<file path="config.mk">
export PLATFORM = sky130hd
export DESIGN_NAME = i2c_eeprom_rd
export DESIGN_NICKNAME = d
export VERILOG_FILES = /design/src/rtl/i2c_rd_pkg.sv /design/src/rtl/i2c_rd_bit_timer.sv /design/src/rtl/i2c_rd_seq.sv /design/src/rtl/i2c_rd_line_gen.sv /design/src/rtl/i2c_eeprom_rd.sv
export SDC_FILE = /design/constraint.sdc
export NUM_CORES = 1
export LEC_CHECK = 0
export BUFFER_PORTS_ARGS = -buffer_cell sky130_fd_sc_hd__buf_2
export CAP_MARGIN = 15
export CORE_UTILIZATION = 51
export DETAILED_ROUTE_END_ITERATION = 12
export PLACE_DENSITY = 0.73
export SYNTH_ARGS = -nofsm -noshare
export SYNTH_HDL_FRONTEND = slang
export SYNTH_SLANG_ARGS = --single-unit
</file>
<file path="constraint.sdc">
create_clock -name clk -period 1.6 [get_ports clk]
set_input_delay 0.32 -clock clk [delete_from_list [all_inputs] [get_ports clk]]
set_output_delay 0.32 -clock clk [all_outputs]
set_load 0.01 [all_outputs]
</file>
<file path="src/rtl/i2c_rd_pkg.sv">
package i2c_rd_pkg;

    localparam int BYTE_W = 8;
    localparam int DEV_W  = 7;
    localparam logic [DEV_W-1:0] DEV_ADDR = 7'b1010000;

    typedef enum logic [2:0] {
        PH_IDLE, PH_START, PH_BIT, PH_RSTART, PH_STOP, PH_DONE
    } phase_e;

    typedef enum logic [1:0] {
        BY_DEVW, BY_WORD, BY_DEVR, BY_READ
    } byte_e;

    typedef struct packed {
        logic scl;
        logic oe;
    } line_t;

    function automatic logic [BYTE_W-1:0] dev_byte(input logic rd);
        return {DEV_ADDR, rd};
    endfunction

endpackage

</file>
<file path="src/rtl/i2c_rd_bit_timer.sv">
module i2c_rd_bit_timer #(
    parameter int BIT_CYC = 250,
    localparam int CW = $clog2(BIT_CYC)
) (
    input  logic          clk,
    input  logic          rst,
    input  logic          run_i,
    output logic [CW-1:0] cnt_o,
    output logic          last_o
);
    localparam logic [CW-1:0] LAST = CW'(BIT_CYC - 1);

    logic [CW-1:0] cnt_q;

    always_ff @(posedge clk) begin
        if (rst || !run_i || cnt_q == LAST) cnt_q <= '0;
        else                                cnt_q <= cnt_q + 1'b1;
    end

    assign cnt_o  = cnt_q;
    assign last_o = run_i && (cnt_q == LAST);


    wrap_chk: assert property (@(posedge clk) disable iff (rst)
        last_o |=> (cnt_o == '0));

endmodule

</file>
<file path="src/rtl/i2c_rd_seq.sv">
module i2c_rd_seq
    import i2c_rd_pkg::*;
#(
    parameter int BIT_CYC = 250,
    localparam int CW = $clog2(BIT_CYC)
) (
    input  logic              clk,
    input  logic              rst,
    input  logic              req_i,
    input  logic [BYTE_W-1:0] word_i,
    input  logic              sda_i,
    input  logic [CW-1:0]     cnt_i,
    input  logic              last_i,
    output phase_e            ph_o,
    output logic              run_o,
    output logic              data_low_o,
    output logic              done_o,
    output logic              err_o,
    output logic [BYTE_W-1:0] data_o
);
    localparam logic [CW-1:0] SAMP = CW'(2 * BIT_CYC / 5);
    localparam logic [3:0]    ACK_SLOT = 4'(BYTE_W);

    phase_e            ph_q;
    byte_e             by_q;
    logic [3:0]        bit_q;
    logic [BYTE_W-1:0] sh_q, word_q, data_q;
    logic              ack_q, err_q;

    always_ff @(posedge clk) begin
        if (rst) begin
            ph_q   <= PH_IDLE;
            by_q   <= BY_DEVW;
            bit_q  <= '0;
            sh_q   <= '0;
            word_q <= '0;
            data_q <= '0;
            ack_q  <= 1'b1;
            err_q  <= 1'b0;
        end else begin
            unique case (ph_q)
                PH_IDLE: if (req_i) begin
                    word_q <= word_i;
                    sh_q   <= dev_byte(1'b0);
                    by_q   <= BY_DEVW;
                    bit_q  <= '0;
                    err_q  <= 1'b0;
                    ph_q   <= PH_START;
                end
                PH_START:  if (last_i) ph_q <= PH_BIT;
                PH_RSTART: if (last_i) ph_q <= PH_BIT;
                PH_STOP:   if (last_i) ph_q <= PH_DONE;
                PH_BIT: begin
                    if (cnt_i == SAMP) begin
                        if (bit_q == ACK_SLOT)    ack_q <= sda_i;
                        else if (by_q == BY_READ) sh_q  <= {sh_q[BYTE_W-2:0], sda_i};
                    end
                    if (last_i) begin
                        if (bit_q != ACK_SLOT) begin
                            bit_q <= bit_q + 1'b1;
                            if (by_q != BY_READ) sh_q <= {sh_q[BYTE_W-2:0], 1'b0};
                        end else begin
                            bit_q <= '0;
                            if (by_q == BY_READ) begin
                                data_q <= sh_q;
                                ph_q   <= PH_STOP;
                            end else if (ack_q) begin
                                err_q <= 1'b1;
                                ph_q  <= PH_IDLE;
                            end else begin
                                unique case (by_q)
                                    BY_DEVW: begin
                                        by_q <= BY_WORD;
                                        sh_q <= word_q;
                                    end
                                    BY_WORD: begin
                                        by_q <= BY_DEVR;
                                        sh_q <= dev_byte(1'b1);
                                        ph_q <= PH_RSTART;
                                    end
                                    default: by_q <= BY_READ;
                                endcase
                            end
                        end
                    end
                end
                default: ph_q <= PH_IDLE;
            endcase
        end
    end

    assign ph_o       = ph_q;
    assign run_o      = ph_q inside {PH_START, PH_BIT, PH_RSTART, PH_STOP};
    assign data_low_o = (ph_q == PH_BIT) && (by_q != BY_READ) &&
                        (bit_q != ACK_SLOT) && !sh_q[BYTE_W-1];
    assign done_o     = (ph_q == PH_DONE);
    assign err_o      = err_q;
    assign data_o     = data_q;

endmodule

</file>
<file path="src/rtl/i2c_rd_line_gen.sv">
module i2c_rd_line_gen
    import i2c_rd_pkg::*;
#(
    parameter int BIT_CYC = 250,
    localparam int CW = $clog2(BIT_CYC)
) (
    input  logic          clk,
    input  logic          rst,
    input  phase_e        ph_i,
    input  logic [CW-1:0] cnt_i,
    input  logic          data_low_i,
    output logic          scl_o,
    output logic          sda_oe_o
);
    localparam logic [CW-1:0] E1 = CW'(BIT_CYC / 5);
    localparam logic [CW-1:0] E2 = CW'(2 * BIT_CYC / 5);
    localparam logic [CW-1:0] E3 = CW'(3 * BIT_CYC / 5);
    localparam logic [CW-1:0] E4 = CW'(4 * BIT_CYC / 5);

    line_t nxt, cur_q;
    logic  bitph_q;

    always_comb begin
        nxt = '{scl: 1'b1, oe: 1'b0};
        unique case (ph_i)
            PH_START:  nxt = '{scl: cnt_i < E4, oe: cnt_i >= E2};
            PH_BIT:    nxt = '{scl: (cnt_i >= E1) && (cnt_i < E3), oe: data_low_i};
            PH_RSTART: nxt = '{scl: (cnt_i >= E1) && (cnt_i < E4), oe: cnt_i >= E2};
            PH_STOP:   nxt = '{scl: cnt_i >= E1, oe: cnt_i < E3};
            default:   nxt = '{scl: 1'b1, oe: 1'b0};
        endcase
    end

    always_ff @(posedge clk) begin
        if (rst) begin
            cur_q   <= '{scl: 1'b1, oe: 1'b0};
            bitph_q <= 1'b0;
        end else begin
            cur_q   <= nxt;
            bitph_q <= (ph_i == PH_BIT);
        end
    end

    assign scl_o    = cur_q.scl;
    assign sda_oe_o = cur_q.oe;


    sda_hold_chk: assert property (@(posedge clk) disable iff (rst)
        (scl_o && $past(scl_o) && bitph_q && $past(bitph_q)) |-> $stable(sda_oe_o));

endmodule

</file>
<file path="src/rtl/i2c_eeprom_rd.sv">
module i2c_eeprom_rd
    import i2c_rd_pkg::*;
#(
    parameter int BIT_CYC = 250
) (
    input  logic              clk,
    input  logic              rst,
    input  logic              req_i,
    input  logic [BYTE_W-1:0] word_i,
    input  logic              sda_i,
    output logic              scl_o,
    output logic              sda_oe_o,
    output logic              done_o,
    output logic              err_o,
    output logic [BYTE_W-1:0] data_o
);
    localparam int CW = $clog2(BIT_CYC);

    logic [CW-1:0] cnt;
    logic          last, run, data_low;
    phase_e        ph;

    i2c_rd_bit_timer #(.BIT_CYC(BIT_CYC)) timer_i (
        .clk(clk), .rst(rst), .run_i(run), .cnt_o(cnt), .last_o(last)
    );

    i2c_rd_seq #(.BIT_CYC(BIT_CYC)) seq_i (
        .clk(clk), .rst(rst), .req_i(req_i), .word_i(word_i), .sda_i(sda_i),
        .cnt_i(cnt), .last_i(last), .ph_o(ph), .run_o(run),
        .data_low_o(data_low), .done_o(done_o), .err_o(err_o), .data_o(data_o)
    );

    i2c_rd_line_gen #(.BIT_CYC(BIT_CYC)) lines_i (
        .clk(clk), .rst(rst), .ph_i(ph), .cnt_i(cnt), .data_low_i(data_low),
        .scl_o(scl_o), .sda_oe_o(sda_oe_o)
    );


    done_pulse_chk: assert property (@(posedge clk) disable iff (rst)
        done_o |=> !done_o);


    idle_release_chk: assert property (@(posedge clk) disable iff (rst)
        done_o |=> (scl_o && !sda_oe_o));


    abort_release_chk: assert property (@(posedge clk) disable iff (rst)
        $rose(err_o) |=> (scl_o && !sda_oe_o && !done_o));

endmodule

</file>
# Word-level counts from Yosys, hierarchy flattened

Index checks and enable logic that the tools add are counted.
Widths: inputs -> output; s select.

Register bits after elaboration: 45
Bits of input ports: 12
Output and inout bits: 12
Word-level logic and storage cells: 100

$add $sub $neg: 2
Order comparisons: 4
Equal/unequal tests: 21
Multiplexer cells: 38
Bitwise gates (word level): 1
Reductions and logical operators: 23

Operator list:

| cell                | number |
|---|---|
| $mux 8              | 9 |
| $pmux 8 s2          | 2 |
| $mux 3              | 8 |
| $reduce_and 6->1    | 3 |
| $lt 8x8->1 const B  | 2 |
| $ne 2x2->1 const B  | 8 |
| $mux 4              | 3 |
| $pmux 3 s4          | 1 |
| $mux 2              | 5 |
| $add 8x1->8 const B | 1 |
| $eq 8x7->1 const B  | 1 |
| $eq 8x8->1 const B  | 1 |
| $ge 8x6->1 const B  | 1 |
| $ge 8x7->1 const B  | 1 |
| $ne 4x4->1 const B  | 2 |
| $pmux 2 s2          | 2 |
| $pmux 2 s4          | 1 |
| $pmux 4 s2          | 1 |
| $eq 3x2->1 const B  | 2 |
| $eq 3x3->1 const B  | 2 |
| $logic_and 1x1->1   | 6 |
| $reduce_and 3->1    | 2 |
| $mux 1              | 5 |
| $add 4x1->4 const B | 1 |
| 16 further kinds    | 19 |

# Depth between registers and ports, before layout

Word-level depth: 10
Mapped depth: 8

# By module

Synthesis repeated with hierarchy kept, for this count alone.

Cell total of the unflattened synthesis: 288
Area total of the unflattened synthesis: 2458.6 µm²

Modules (own cells, without submodules):

| module           | instances | cells an instance | area an instance (µm²) |
|---|---|---|---|
| i2c_rd_seq       | 1         | 212               | 1845.5 |
| i2c_rd_bit_timer | 1         | 49                | 407.9 |
| i2c_rd_line_gen  | 1         | 27                | 205.2 |

# Worst setup path after synthesis

Ideal clock, no wire load.

Kind: register -> register
Start point: register seq_i.bit_q[0]
End point: register seq_i.by_q[1]
Arrival: 1.688 ns
Data required time: 1.530 ns
Slack: -0.158 ns
Stages on the path, launching flop included: 7
Period minus slack after synthesis: 1.758 ns
Cell sequence: dfxtp_1 inv_1 ha_1 nand3b_4 or3_1 or4b_1 a21oi_1

Word-level cells in the longest chain between the ends: 3

RTL lines:

| what                              | RTL line         | source |
|---|---|---|
| start, declared                   | i2c_rd_seq.sv:26 | `logic [3:0] bit_q;` |
| start signal, assigned            | i2c_rd_seq.sv:60 | `bit_q <= bit_q + 1'b1;` |
| $ne 4x4->1                        | i2c_rd_seq.sv:59 | `if (bit_q != ACK_SLOT) begin` |
| $ne 2x2->1 (no source line)       | --               |  |
| $reduce_and 6->1 (no source line) | --               |  |
| end signal, assigned              | i2c_rd_seq.sv:73 | `by_q <= BY_WORD;` |
| end signal, assigned              | i2c_rd_seq.sv:77 | `by_q <= BY_DEVR;` |
| end signal, assigned              | i2c_rd_seq.sv:81 | `default: by_q <= BY_READ;` |
| end, declared                     | i2c_rd_seq.sv:25 | `byte_e by_q;` |

No other way between the ends.
A chain may end at the register's enable or synchronous reset.

# Worst setup path after layout

Start point: register timer_i.cnt_q[1] (netlist: timer_i.cnt_o[1])
End point: register seq_i.by_q[1]

Word-level cells in the longest chain between the ends: 4

RTL lines:

| what                              | RTL line               | source |
|---|---|---|
| start, declared                   | i2c_rd_bit_timer.sv:13 | `logic [CW-1:0] cnt_q;` |
| start signal, assigned            | i2c_rd_bit_timer.sv:17 | `else cnt_q <= cnt_q + 1'b1;` |
| $eq 8x8->1                        | i2c_rd_bit_timer.sv:21 | `assign last_o = run_i && (cnt_q == LAST);` |
| $logic_and 1x1->1                 | i2c_rd_bit_timer.sv:21 |  |
| $ne 2x2->1 (no source line)       | --                     |  |
| $reduce_and 6->1 (no source line) | --                     |  |
| end signal, assigned              | i2c_rd_seq.sv:33       | `by_q <= BY_DEVW;` |
| end signal, assigned              | i2c_rd_seq.sv:45       | `by_q <= BY_DEVW;` |
| end signal, assigned              | i2c_rd_seq.sv:73       |  |

No other way between the ends.

==> flow_summary.json <==
{
  "outcome": "complete, but fails checks",
  "failing_checks": "setup timing",
  "drt_iter0_drc": 169,
  "fill_cells": 328,
  "cts_tree": "done",
  "global_route.usage.total": 0.2570,
  "finalWorstPathRequiredPeriod_ns": 1.725,
  "setup_crit_path_kind": "flop to flop",
  "clkLatencyLatePin_ns": 0.31,
  "final_critical_path_setup_slack_ns": -0.1254,
  "num-nets-final": 355,
  "vias_after_detailed_routing": 2256,
  "drt_first_pass_iters": 4,
  "final_core_utilization": 0.7358,
  "setup_viol": 13,
  "port_buffers": 23,
  "number_of_cell_rows": 24,
  "wire_per_inst_um": 15.96,
  "critical_path.endpoint_type": "flop",
  "dp.final_hpwl_mm": 4.138,
  "leakage_power_total_nw": 1.337,
  "ys_async_sr_fraction": 0,
  "die_area_um2": 4903,
  "die_x_um": 70.02,
  "drt_drc_violations_left": 0,
  "peakVddDrop_mv": 0.4795,
  "layout-drive-gt1-share": 0.4441,
  "final_min_period_over_clock_period": 1.078,
  "worstRegToRegCells": 6,
  "critical_path_required_ns": 1.85,
  "finish.instance_area_um2": 3248,
  "final.setup_skew_ns": 0.004496,
  "first_global_vias": 2122,
  "totalNegativeSetupSlack_ns": -0.7772,
  "syn_inst": 269,
  "num_cts_buffers": 5,
  "synth.net_count": 285,
  "grt_first_pass_wirelength_mm": 10.10,
  "worst_pin_slew_ns": 0.4059,
  "multi_input_area_um2": 1551,
  "dpl.cell_count": 375,
  "synth_area_per_cell_um2": 8.772,
  "final_cell_count_no_fill": 392,
  "library_cell_used_as_clock_root_buffer": "sky130_fd_sc_hd__clkbuf_8",
  "min_from": "word_i[0]",
  "route.detailed.vias_per_inst": 5.755,
  "area_growth_syn_to_layout_pct": 37.65,
  "dp_slack_ns": -0.1596,
  "die_h_um": 70.02,
  "final_hold_viols": 0,
  "hold_path_class": "input pin to flop",
  "hold_path_sink": "seq_i.word_q[0]$_SDFFE_PP0P_",
  "critical_path_peak_fanout": 4,
  "synth_cell_types": 63,
  "number_of_levels_in_the_clock_h_tree": 2,
  "yosysSeqAreaShare": 0.3818,
  "maxCapViolCount": 0,
  "synthTopCellsByArea": "sky130_fd_sc_hd__dfxtp_1 (38%), sky130_fd_sc_hd__mux2i_1 (7.2%), sky130_fd_sc_hd__nor2_1 (5.7%)",
  "unrepaired_setup_endpoints_after_global_routing": "true",
  "cts-root-to-sink-buffers": 2,
  "rr_endpoint": "seq_i.by_q[1]$_SDFFE_PP0P_",
  "drv_slew": 0,
  "drtAntennaViolNets": 0,
  "tritoncts_num_sinks": 45,
  "slew_headroom": 0.7265,
  "cp_data_arrival_time_ns": 1.97,
  "power-per-cell-area_nw_per_um2": 734.4,
  "timing.reg2reg.setup_slack_ns": -0.13,
  "grt_start_max_net_pins": 22,
  "initial_antenna_violation_count": 0,
  "place_area_um2": 2897,
  "core_area_um2": 4414,
  "ys.warnings.count": 0,
  "postSynthRegisterBits": 45,
  "yosys_most_used_dff": "sky130_fd_sc_hd__dfxtp_1",
  "overflow_left_after_global_routing": 0,
  "synth_area_leader_cell": "sky130_fd_sc_hd__dfxtp_1",
  "place.gp.congestion": 0.8336,
  "antenna-diode-count": 0,
  "starting_density_of_the_core": 0.5346,
  "io_pins": 24,
  "synth-edff-count": 0,
  "fmaxAchievable_mhz": 579.6,
  "r2r-start": "timer_i.cnt_o[1]$_SDFF_PP0_",
  "startpoint_type_of_the_worst_setup_path": "flop",
  "synthesis.area_um2": 2360,
  "hold-path-cell-count": 3,
  "sum_of_routed_wire_length_over_all_layers_mm": 6.255,
  "ff_latch_area_um2": 919.6,
  "path_clk_slew_ns": 0.09,
  "yosysTopAreaCellShare": 0.3818
}
[cells in the final DEF, fill, tap and decap left out, drive strengths merged, types with 3 or more instances in the layout]
master	Yosys	layout
nand2	30	30
nor3b	3	3
nor2	37	37
xor2	3	3
inv	4	5
a32oi	5	5
clkbuf	5	5
o31ai	3	3
nand3b	4	4
a31oi	8	8
o21ai	6	6
a21oi	17	17
nand4	3	3
xnor2	4	4
buf	12	80
nand3	9	9
ha	4	4
nor3	5	5
or3	5	5
or2	6	6
mux2i	17	17
dfxtp	45	45
[synth_stat cells (2+ instances only)]
library cell	count
sky130_fd_sc_hd__dfxtp_1	45
sky130_fd_sc_hd__or2_2	5
sky130_fd_sc_hd__o21ai_0	6
sky130_fd_sc_hd__ha_1	4
sky130_fd_sc_hd__nand4_2	2
sky130_fd_sc_hd__a21oi_1	17
sky130_fd_sc_hd__nand3_1	9
sky130_fd_sc_hd__or3_2	2
sky130_fd_sc_hd__nand2_1	29
sky130_fd_sc_hd__xor2_1	3
sky130_fd_sc_hd__nor3b_1	2
sky130_fd_sc_hd__or3_1	3
sky130_fd_sc_hd__a211oi_1	2
sky130_fd_sc_hd__buf_4	2
sky130_fd_sc_hd__o22ai_1	2
sky130_fd_sc_hd__clkbuf_1	5
sky130_fd_sc_hd__nand3b_4	2
sky130_fd_sc_hd__a41oi_1	2
sky130_fd_sc_hd__o31ai_1	2
sky130_fd_sc_hd__a32oi_1	5
sky130_fd_sc_hd__mux2i_1	17
sky130_fd_sc_hd__mux2_2	2
sky130_fd_sc_hd__nor3_1	4
sky130_fd_sc_hd__buf_6	2
sky130_fd_sc_hd__xnor2_1	4
sky130_fd_sc_hd__inv_1	4
sky130_fd_sc_hd__a31oi_1	8
sky130_fd_sc_hd__buf_2	7
sky130_fd_sc_hd__o21bai_1	2
sky130_fd_sc_hd__nor2_1	36
sky130_fd_sc_hd__nand3b_1	2
[flip-flops by register name (all words and copies together) (netlist names)]
name	cells
lines_i.sda_oe_o	1
seq_i.err_o	1
seq_i.ph_o	3
seq_i.sh_q	8
seq_i.word_q	8
seq_i.by_q	2
seq_i.bit_q	4
lines_i.scl_o	1
timer_i.cnt_o	8
seq_i.data_o	8
seq_i.ack_q	1
[final cells by class]
| cell class | instances | share of cell area |
|---|---|---|
| clock buffers | 5 | 0.02119 |
| multi-input cells | 203 | 0.4777 |
| clock inverters | 3 | 0.006549 |
| inverters | 4 | 0.004622 |
| repair buffers | 80 | 0.1868 |
| well taps | 52 | 0.02003 |
| flip-flops and latches | 45 | 0.2831 |
[critical path: stages (launching register included)]
cell,delay [ns]
sky130_fd_sc_hd__dfxtp_4,0.37
sky130_fd_sc_hd__inv_2,0.06
sky130_fd_sc_hd__ha_4,0.14
sky130_fd_sc_hd__nand4_4,0.12
sky130_fd_sc_hd__or3_4,0.37
sky130_fd_sc_hd__or4b_1,0.48
sky130_fd_sc_hd__a21oi_1,0.13
[metrics by stage]
stage	hold WS (ns)	power (mW)
2_1_floorplan	0.4363	1.440
3_3_place_gp	0.4558	1.576
3_5_place_dp	0.4559	1.585
4_1_cts	0.2385	2.334
5_1_grt	0.2420	2.472
6_report	0.2396	2.385
[where the power goes]
| part | leakage, nW | internal [mW] | switching, mW | total [mW] |
|---|---|---|---|---|
| registers | 0.371 | 1.16 | 0.0450 | 1.21 |
| logic | 0.922 | 0.209 | 0.236 | 0.444 |
| clock network | 0.0445 | 0.310 | 0.425 | 0.735 |
| total | 1.34 | 1.68 | 0.705 | 2.39 |
[what timing repair did]
action / CTS / global route
pin swaps: 4 / 13
setup endpoints to repair: 32 / 41
resized for setup: 22 / 29
endpoints found under the hold margin: 0 / 0
setup buffers: 7 / 2
gates cloned: 0 / 0
hold buffers: 0 / 0
[how the worst max path moves through the flow]
stage / endpoint / startpoint / slack (ns)
5_1_grt: seq_i.by_q[1]$_SDFFE_PP0P_ / timer_i.cnt_o[1]$_SDFF_PP0_ / -0.18
3_5_place_dp: seq_i.sh_q[0]$_SDFFE_PP0P_ / timer_i.cnt_o[1]$_SDFF_PP0_ / -0.16
2_1_floorplan: seq_i.by_q[1]$_SDFFE_PP0P_ / seq_i.bit_q[0]$_SDFFE_PP0P_ / -0.06
6_report: seq_i.by_q[1]$_SDFFE_PP0P_ / timer_i.cnt_o[1]$_SDFF_PP0_ / -0.13
4_1_cts: seq_i.by_q[1]$_SDFFE_PP0P_ / seq_i.bit_q[1]$_SDFFE_PP0P_ / -0.11
3_3_place_gp: seq_i.sh_q[0]$_SDFFE_PP0P_ / timer_i.cnt_o[1]$_SDFF_PP0_ / -0.08
[cells by family after synthesis]
family                   share of synthesized area
AO/OA/AOI/OAI                               0.1591
XOR/XNOR                                   0.02598
adder cells (fa/ha/maj)                    0.02121
buffers and inverters                      0.04665
flip-flops                                  0.3818
multiplexers                               0.08165
AND/OR/NAND/NOR                             0.2837
[routing by layer]
metal  share of wire  routed length, um  GRT usage  vias up
met3           0.055                341    0.04473        6
met2            0.47               2914     0.3878       64
met4           0.011                 70    0.08889        0
li1                -                  -          -     1103
met1            0.47               2928     0.3687     1083
met5               0                  0          0        -
No activity file was read; power rests on OpenSTA's default activity.
